--- config.mk ---
export PLATFORM = sky130hd
export DESIGN_NAME = mdm_scanner
export DESIGN_NICKNAME = d
export VERILOG_FILES = /design/src/rtl/mdm_pkg.sv /design/src/rtl/mdm_line_bank.sv /design/src/rtl/mdm_scan_ctrl.sv /design/src/rtl/mdm_scanner.sv
export SDC_FILE = /design/constraint.sdc
export NUM_CORES = 1
export LEC_CHECK = 0
export CORE_ASPECT_RATIO = 1.75
export CORE_UTILIZATION = 55
export CTS_CLUSTER_SIZE = 30
export DETAILED_ROUTE_END_ITERATION = 16
export PLACE_DENSITY = 0.85
export SYNTH_ARGS = -nofsm -noshare
export SYNTH_HDL_FRONTEND = slang
export SYNTH_SLANG_ARGS = --single-unit
--- constraint.sdc ---
create_clock -name clk -period 8.3 [get_ports clk]
set_input_delay 1.66 -clock clk [delete_from_list [all_inputs] [get_ports clk]]
set_output_delay 1.66 -clock clk [all_outputs]
set_load 0.1 [all_outputs]
--- src/rtl/mdm_pkg.sv ---
package mdm_pkg;
  localparam int unsigned REG_W     = 16;
  localparam int unsigned B_BUSY    = 4;
  localparam int unsigned B_SCAN    = 5;
  localparam int unsigned B_IE      = 6;
  localparam int unsigned B_DONE    = 7;
  localparam int unsigned B_STEP    = 8;
  localparam int unsigned B_MAINT   = 9;
  localparam int unsigned B_CLRMUX  = 10;
  localparam int unsigned B_CLRSCAN = 11;
  localparam int unsigned B_FLAG0   = 12;

  // sampled inputs; packed order matches status bits 7:4
  typedef struct packed {
    logic ring;
    logic car;
    logic cts;
    logic srx;
  } mdm_in_t;

  // driven outputs; packed order matches status bits 3:0
  typedef struct packed {
    logic stx;
    logic rts;
    logic dtr;
    logic len;
  } mdm_out_t;

  // maintenance loopback of a line's outputs onto its inputs
  function automatic mdm_in_t loop_back(mdm_out_t o);
    mdm_in_t r;
    r.ring = o.len;
    r.car  = o.dtr;
    r.cts  = o.rts;
    r.srx  = o.stx;
    return r;
  endfunction

  // {ring rise, carrier change, cts change, srx change}
  function automatic logic [3:0] change_flags(mdm_in_t cur, mdm_in_t old);
    return {cur.ring & ~old.ring, cur.car ^ old.car, cur.cts ^ old.cts, cur.srx ^ old.srx};
  endfunction
endpackage

--- src/rtl/mdm_line_bank.sv ---
module mdm_line_bank
  import mdm_pkg::*;
#(
  parameter int unsigned LINES = 16,
  localparam int unsigned SW = $clog2(LINES)
) (
  input  logic             clk,
  input  logic             rst_n,
  input  logic [SW-1:0]    sel,
  input  logic             ls_wr,
  input  mdm_out_t         ls_wdata,
  input  logic             clr_outs,
  input  logic             maint,
  input  logic             cmp_en,
  input  logic [LINES-1:0] ring_in,
  input  logic [LINES-1:0] car_in,
  input  logic [LINES-1:0] cts_in,
  input  logic [LINES-1:0] srx_in,
  output logic [LINES-1:0] le_o,
  output logic [LINES-1:0] dtr_o,
  output logic [LINES-1:0] rts_o,
  output logic [LINES-1:0] stx_o,
  output mdm_out_t         sel_out,
  output mdm_in_t          sel_in,
  output logic [3:0]       sel_flags
);
  logic [LINES-1:0][3:0] out_pk;
  logic [LINES-1:0][3:0] eff_pk;
  logic [LINES-1:0][3:0] copy_pk;

  for (genvar i = 0; i < LINES; i++) begin : g_line
    mdm_out_t out_q;
    mdm_in_t  copy_q;
    mdm_in_t  eff;
    logic     hit_sel;

    assign hit_sel = (sel == SW'(i));
    assign eff = maint ? loop_back(out_q)
                       : mdm_in_t'({ring_in[i], car_in[i], cts_in[i], srx_in[i]});

    always_ff @(posedge clk) begin
      if (!rst_n)                 out_q <= '0;
      else if (clr_outs)          out_q <= '0;
      else if (ls_wr && hit_sel)  out_q <= ls_wdata;
    end

    always_ff @(posedge clk) begin
      if (!rst_n)                 copy_q <= '0;
      else if (cmp_en && hit_sel) copy_q <= eff;
    end

    assign out_pk[i]  = out_q;
    assign eff_pk[i]  = eff;
    assign copy_pk[i] = copy_q;
    assign le_o[i]    = out_q.len;
    assign dtr_o[i]   = out_q.dtr;
    assign rts_o[i]   = out_q.rts;
    assign stx_o[i]   = out_q.stx;
  end

  assign sel_out   = mdm_out_t'(out_pk[sel]);
  assign sel_in    = mdm_in_t'(eff_pk[sel]);
  assign sel_flags = change_flags(sel_in, mdm_in_t'(copy_pk[sel]));

  assert_outputs_hold_R2: assert property (@(posedge clk) disable iff (!rst_n)
    !(ls_wr || clr_outs) |=> $stable(out_pk));

  assert_mux_clear_R10: assert property (@(posedge clk) disable iff (!rst_n)
    clr_outs |=> (out_pk == '0));

  assert_copy_after_cmp_R6: assert property (@(posedge clk) disable iff (!rst_n)
    (cmp_en && !maint && !ls_wr && !clr_outs) |=> $stable(sel) || (copy_pk[$past(sel)] == $past(eff_pk[sel])));
endmodule

--- src/rtl/mdm_scan_ctrl.sv ---
module mdm_scan_ctrl
  import mdm_pkg::*;
#(
  parameter int unsigned LINES = 16,
  localparam int unsigned SW = $clog2(LINES)
) (
  input  logic             clk,
  input  logic             rst_n,
  input  logic             ctl_wr,
  input  logic [REG_W-1:0] wdata,
  input  logic [3:0]       sel_flags,
  output logic [SW-1:0]    sel,
  output logic             cmp_en,
  output logic             clr_outs,
  output logic             maint,
  output logic [REG_W-1:0] ctrl_rd,
  output logic             irq
);
  logic [SW-1:0] sel_q;
  logic          scan_q, ie_q, done_q, step_q, maint_q, busy_q;
  logic [3:0]    flags_q;
  logic          scanning, clr_scan, hit, wr_done;

  function automatic logic [SW-1:0] next_line(logic [SW-1:0] cur);
    return (cur == SW'(LINES - 1)) ? '0 : cur + 1'b1;
  endfunction

  assign scanning = (scan_q | step_q) & ~done_q;
  assign cmp_en   = scanning & ~ctl_wr;
  assign hit      = cmp_en & (|sel_flags);
  assign clr_outs = ctl_wr & wdata[B_CLRMUX];
  assign clr_scan = ctl_wr & (wdata[B_CLRSCAN] | wdata[B_CLRMUX]);
  assign wr_done  = wdata[B_DONE] & ~wdata[B_SCAN];

  always_ff @(posedge clk) begin
    if (!rst_n) begin
      sel_q <= '0; scan_q <= 1'b0; ie_q <= 1'b0; done_q <= 1'b0;
      step_q <= 1'b0; maint_q <= 1'b0; busy_q <= 1'b0; flags_q <= '0;
    end else begin
      busy_q <= scanning;
      if (clr_scan) begin
        sel_q   <= '0;
        scan_q  <= 1'b0;
        step_q  <= 1'b0;
        done_q  <= 1'b0;
        flags_q <= '0;
        ie_q    <= wdata[B_IE];
        maint_q <= wdata[B_MAINT];
      end else if (ctl_wr) begin
        sel_q   <= wdata[SW-1:0];
        scan_q  <= wdata[B_SCAN];
        step_q  <= wdata[B_STEP];
        ie_q    <= wdata[B_IE];
        maint_q <= wdata[B_MAINT];
        done_q  <= wr_done;
        if (!wr_done) flags_q <= '0;
      end else if (cmp_en) begin
        step_q <= 1'b0;
        if (hit) begin
          done_q  <= 1'b1;
          flags_q <= sel_flags;
        end else begin
          sel_q <= next_line(sel_q);
        end
      end
    end
  end

  always_comb begin
    ctrl_rd                     = '0;
    ctrl_rd[SW-1:0]             = sel_q;
    ctrl_rd[B_BUSY]             = busy_q;
    ctrl_rd[B_SCAN]             = scan_q;
    ctrl_rd[B_IE]               = ie_q;
    ctrl_rd[B_DONE]             = done_q;
    ctrl_rd[B_MAINT]            = maint_q;
    ctrl_rd[B_FLAG0+3:B_FLAG0]  = flags_q;
  end

  assign sel   = sel_q;
  assign maint = maint_q;
  assign irq   = done_q & ie_q;

  assert_flags_need_done_R11: assert property (@(posedge clk) disable iff (!rst_n)
    (flags_q != '0) |-> done_q);

  assert_busy_drop_R5: assert property (@(posedge clk) disable iff (!rst_n)
    !scanning |=> !busy_q);

  assert_advance_R3: assert property (@(posedge clk) disable iff (!rst_n)
    (cmp_en && !hit) |=> (sel_q == next_line($past(sel_q))));

  assert_stop_holds_R3: assert property (@(posedge clk) disable iff (!rst_n)
    (done_q && !ctl_wr) |=> ($stable(sel_q) && done_q));

  assert_stop_flag_R4: assert property (@(posedge clk) disable iff (!rst_n)
    ($rose(done_q) && !$past(ctl_wr)) |-> (flags_q != '0));

  assert_step_once_R8: assert property (@(posedge clk) disable iff (!rst_n)
    (step_q && cmp_en) |=> !step_q);
endmodule

--- src/rtl/mdm_scanner.sv ---
module mdm_scanner
  import mdm_pkg::*;
#(
  parameter int unsigned LINES = 16
) (
  input  logic             clk,
  input  logic             rst_n,
  input  logic             bus_wr,
  input  logic             bus_sel,
  input  logic [15:0]      bus_wdata,
  output logic [15:0]      bus_rdata,
  output logic             irq,
  input  logic [LINES-1:0] car_in,
  input  logic [LINES-1:0] cts_in,
  input  logic [LINES-1:0] srx_in,
  input  logic [LINES-1:0] ring_in,
  output logic [LINES-1:0] le_out,
  output logic [LINES-1:0] dtr_out,
  output logic [LINES-1:0] rts_out,
  output logic [LINES-1:0] stx_out
);
  localparam int unsigned SW = $clog2(LINES);

  logic [SW-1:0]    sel;
  logic             ctl_wr, ls_wr, cmp_en, clr_outs, maint;
  logic [REG_W-1:0] ctrl_rd;
  logic [3:0]       sel_flags;
  mdm_out_t         sel_out;
  mdm_in_t          sel_in;

  assign ctl_wr = bus_wr & ~bus_sel;
  assign ls_wr  = bus_wr &  bus_sel;

  mdm_scan_ctrl #(.LINES(LINES)) u_ctrl (
    .clk(clk), .rst_n(rst_n), .ctl_wr(ctl_wr), .wdata(bus_wdata),
    .sel_flags(sel_flags), .sel(sel), .cmp_en(cmp_en), .clr_outs(clr_outs),
    .maint(maint), .ctrl_rd(ctrl_rd), .irq(irq)
  );

  mdm_line_bank #(.LINES(LINES)) u_bank (
    .clk(clk), .rst_n(rst_n), .sel(sel), .ls_wr(ls_wr),
    .ls_wdata(mdm_out_t'(bus_wdata[3:0])), .clr_outs(clr_outs), .maint(maint),
    .cmp_en(cmp_en), .ring_in(ring_in), .car_in(car_in), .cts_in(cts_in),
    .srx_in(srx_in), .le_o(le_out), .dtr_o(dtr_out), .rts_o(rts_out),
    .stx_o(stx_out), .sel_out(sel_out), .sel_in(sel_in), .sel_flags(sel_flags)
  );

  assign bus_rdata = bus_sel ? {8'h00, sel_in, sel_out} : ctrl_rd;

  assert_irq_follows_R7: assert property (@(posedge clk) disable iff (!rst_n)
    (ctl_wr && bus_wdata[B_DONE] && bus_wdata[B_IE] && !bus_wdata[B_SCAN]
     && !bus_wdata[B_CLRSCAN] && !bus_wdata[B_CLRMUX]) |=> irq);
endmodule

---- Word-level counts from Yosys, hierarchy flattened ----
Cells that the tools add are included.
Widths: inputs -> output; s select.
word-level totals
  word-level logic and storage cells ...... 258
  output and inout port bits .............. 81
  input port bits ......................... 84
  register bits ........................... 142
cells by class
  add/subtract/negate cells ............... 1
  eq/ne operators ......................... 17
  multiplexer cells ....................... 40
  bitwise operators ....................... 21
  magnitude comparators ................... 1
  reduce and logical (&&, ||, !) cells .... 42
operators by type and width
  kind                 number
  $mux 4               27
  $bmux 4 s4           3
  $eq 4x4->1 const B   8
  $logic_and 1x1->1    32
  $eq 4x3->1 const B   4
  $mux 16              1
  $and 1x1->1          10
  $mux 1               9
  $eq 4x2->1 const B   2
  $not 1->1            6
  $reduce_bool 2->1    3
  $lt 4x5->1 const B   1
  $add 4x1->4 const B  1
  $eq 4x1->1 const B   1
  $logic_not 4->1      1
  $reduce_and 2->1     2
  $reduce_or 2->1      2
  $reduce_or 4->1      1
  $reduce_and 3->1     1
  $xor 1x1->1          3
  $ne 2x1->1 const B   1
  $ne 2x2->1 const B   1
  $or 1x1->1           2

---- Logic depth before layout (Yosys ltp) ----
  depth after elaboration ................. 9
  mapped depth ............................ 13

---- Hierarchy ----
Synthesis repeated with hierarchy kept, for this count alone.
unflattened totals
  cells, all modules ...................... 832
  area total of the unflattened synthesis .. 7868.8 um^2
modules (own cells, without submodules)
  module         area an instance (um^2)  sequential area each (um^2)  cells each  times used
  mdm_line_bank  6869.1                   2562.5                       717         1
  mdm_scan_ctrl  794.5                    280.3                        95          1
  mdm_scanner    205.2                    0.0                          20          1

---- Least setup slack after synthesis ----
OpenSTA, ideal clock, no wires.
  path type ............................... in2out
  from .................................... in bus_sel
  to ...................................... out bus_rdata[0]
  arrival ................................. 4.167 ns
  buffers on the path ..................... 2
  slack ................................... 2.473 ns
  stages on the path ...................... 3
  cells stage by stage .................... clkbuf_1 -> clkbuf_1 -> o21ai_0
between the ends
  longest elaborated chain between the ends .. 1
RTL lines
  item         line               text
  from (decl)  mdm_scanner.sv:9   input logic bus_sel,
  $mux 16      mdm_scanner.sv:48  assign bus_rdata = bus_sel ? {8'h00, sel_in, sel_out} : ctrl_rd;
  to (decl)    mdm_scanner.sv:11  output logic [15:0] bus_rdata,
No other way between the ends.

---- Worst setup path after layout ----
  from .................................... in ring_in[9]
  to ...................................... out bus_rdata[7]
between the ends
  longest elaborated chain between the ends .. 4
RTL lines
  item                          line                 text
  from (decl)                   mdm_scanner.sv:16    input logic [LINES-1:0] ring_in,
  $mux 4                        mdm_line_bank.sv:38  assign eff = maint ? loop_back(out_q)
  $bmux 4 s4                    mdm_line_bank.sv:62  assign sel_in = mdm_in_t'(eff_pk[sel]);
  $mux 4 (not written as such)  mdm_line_bank.sv:62
  $mux 16                       mdm_scanner.sv:48
No other way between the ends. The select of a mux whose other input is x is not followed.

==> qor.csv <==
stage,metric,value,unit
floorplanning,pin_count,165,
grt,track_usage,35.35,%
place,pre_cts_ws,2.074,ns
yosys,syn_inst,823,
final_layout,nets,1022,
sta,relSlewSlack,22.35,%
clock_network,cts_resized,0,
sta,drv_slew,0,
grt,use_met1,41.56,%
place,placed_area,9246,um2
sta,setup-violations-final,0,
detailed_routing,finalWirelength,25.62,mm
clock_network,hold_buffers,0,
clock_network,clockBufferDepth,2,
worst_setup_path,critPathLaunch,ring_in[9],
final_layout,finish.instance_area,9862,um2
grt,gr-usage-met3,6.065,%
worst_setup_path,critPathMaxFanout,2,
sta,rsz0062_at_grt,false,
floorplanning,initial_utilization,56.10,%
clock_network,postCtsSetupBuffers,0,
sta,tightest_slew,1.165,ns
final_layout,syn_to_final_growth,27.07,%
clock_network,clock_latency,0.43,ns
final_layout,drive_gt1_share,10.67,%
yosys,synth_area,7761,um2
grt,grt_pass1_vias,7172,
detailed_routing,drc_errors,0,
run,max-cap-violations,0,
sta,fmaxAchievable,160.1,MHz
clock_network,cts_num_sinks,142,
sta,hold_viol,0,
worst_setup_path,rr_endpoint,u_ctrl.flags_q[1]$_SDFFE_PP0P_,
clock_network,clk_pin_slew,0.06,ns
grt,busiest_layer,met2,
yosys,synth_ff_type,dfxtp_1,
detailed_routing,vias,7397,
pwr,power.density,177.2,nW/um2
worst_setup_path,worstPathArrival,4.59,ns
yosys,synth-seq-cells,142,
yosys,yosys_warnings,0,
yosys,synth_edf_count,0,
place,place.gp.congestion,0.9684,
sta,fin_worst_skew,0.01052,ns
detailed_routing,ant_nets,0,
grt,overflow,0,
sta,tns,0,ns
pwr,ir_drop,0.1195,mV
worst_setup_path,cp-end-kind,primary output,
final_layout,final_cell_mix,"nand2_1, clkdlybuf4s50_1, dfxtp_1, mux2i_1, a21oi_1",
yosys,yosysSeqAreaShare,36.63,%
detailed_routing,viasPerCell,6.581,
place,post-dp-hpwl,17.68,mm
clock_network,root_buffer,clkbuf_16,
yosys,synth_cell_types,45,
floorplanning,rows,57,
detailed_routing,drt_first_pass_iters,6,
clock_network,cts_made_buffers,17,
final_layout,final_common_cell,nand2_1,
worst_setup_path,reg2reg_from,u_ctrl.sel[0]$_SDFFE_PP0P_,
grt,grt_pass1_wl,39.15,mm
detailed_routing,wl_per_cell,22.79,um
floorplanning,die-area,14610,um2
clock_network,cts_tree,done,
yosys,avgSynthCellArea,9.430,um2
detailed_routing,drtIter0Drc,747,
sta,worst_slack,2.055,ns
sta,timing.final.crit_period,6.245,ns
floorplanning,die_x,91.80,um
grt,grt_start_max_net_pins,74,
pwr,power_leakage,4.010,nW
hold_path,hold_class,flop to flop,
floorplanning,die_y,159.1,um
pwr,power,1.747,mW
worst_setup_path,endpoint,bus_rdata[7],
sta,whs,0.4513,ns
worst_setup_path,start_kind,input port,
clock_network,ctsHtreeMaxLevel,4,
place,portBuffers,156,
run_status,outcome,"finished, final reports clean",
floorplanning,core_area,13840,um2
grt,grt_use_met2,58.00,%
worst_setup_path,cp.required,6.64,ns
final_layout,antenna_cells,0,
worst_setup_path,rrSetupSlack,4.49,ns
worst_setup_path,reg2reg_depth,7,
grt,antenna_found_initial,0,
yosys,async_flop_share,0,%
worst_setup_path,criticalPathCategory,input port to primary output,
sta,fin_crit_sh,75.24,%
==> per-stage QoR <==
step	std cells	util [%]
floorplan	825	-
global placement	1092	66.83
detailed placement	1092	66.83
CTS	1124	71.28
global route	1124	71.28
finish	1124	71.28
==> state kept, by name, indices dropped and copies added (netlist names), 4 cells and up <==
register,flops
u_bank.copy_pk,64
u_bank.dtr_o,16
u_bank.le_o,16
u_bank.rts_o,16
u_bank.stx_o,16
u_ctrl.flags_q,4
u_ctrl.sel,4
==> routing by layer <==
layer	wire length (um)	share of wire, %	vias to the layer above
met4	1934	7.5	0
met2	12560	49	518
li1	-	-	3232
met1	8870	35	3501
met3	2257	8.8	146
met5	0	0	-
==> cell type report <==
class	instances	area [um2]
multi-input cells	607	4561
fillers	1024	3974
flip-flops and latches	142	2851
repair buffers	161	1594
clock buffers	18	429.2
well taps	177	221.5
clock inverters	14	186.4
inverters	5	18.77
==> power by group <==
group          switching (mW)  total (mW)  internal (mW)
Combinational           0.142       0.240         0.0977
Sequential             0.0168       0.704          0.687
Clock                   0.324       0.803          0.479
Total                   0.483        1.75           1.26
==> worst min-delay path by stage <==
stage                                    from                        endpoint  slack, ns  depth (start not counted)
6_report       u_ctrl.flags_q[0]$_SDFFE_PP0P_  u_ctrl.flags_q[0]$_SDFFE_PP0P_       0.45                          2
5_1_grt        u_ctrl.flags_q[0]$_SDFFE_PP0P_  u_ctrl.flags_q[0]$_SDFFE_PP0P_       0.47                          2
3_5_place_dp   u_ctrl.flags_q[0]$_SDFFE_PP0P_  u_ctrl.flags_q[0]$_SDFFE_PP0P_       0.45                          2
3_3_place_gp   u_ctrl.flags_q[3]$_SDFFE_PP0P_  u_ctrl.flags_q[3]$_SDFFE_PP0P_       0.44                          2
4_1_cts        u_ctrl.flags_q[0]$_SDFFE_PP0P_  u_ctrl.flags_q[0]$_SDFFE_PP0P_       0.46                          2
2_1_floorplan  u_ctrl.flags_q[3]$_SDFFE_PP0P_  u_ctrl.flags_q[3]$_SDFFE_PP0P_       0.43                          2
==> critical path, stage by stage <==
cell             delay [ns]
clkdlybuf4s50_1        0.46
mux2i_1                0.12
mux4_2                 0.56
o22ai_1                0.35
nor2_1                 0.08
a21oi_1                0.17
clkdlybuf4s50_1        1.19
==> logic make-up after synthesis <==
| family | synth area share, % |
|---|---|
| AOI/OAI and AO/OA | 19.96 |
| xor gates and xnor gates | 0.2257 |
| adders and majority gates | 0.6449 |
| buffers and inverters | 4.740 |
| DFF | 36.63 |
| muxes | 25.18 |
| other | 0.04832 |
| and+or+nand+nor | 12.57 |
==> cell usage after synthesis (8+ instances only) <==
library cell	instances	area share (%)
o21ai_0	67	4.3
nand2_1	165	8.0
dfxtp_1	142	37
a21oi_1	70	4.5
nor2_1	50	2.4
buf_4	8	0.77
nand3_1	8	0.52
o22ai_1	8	0.64
mux2i_1	76	9.8
o211a_1	64	8.3
mux4_2	53	15
clkbuf_1	44	2.1
No activity file was read; power rests on OpenSTA's default activity.
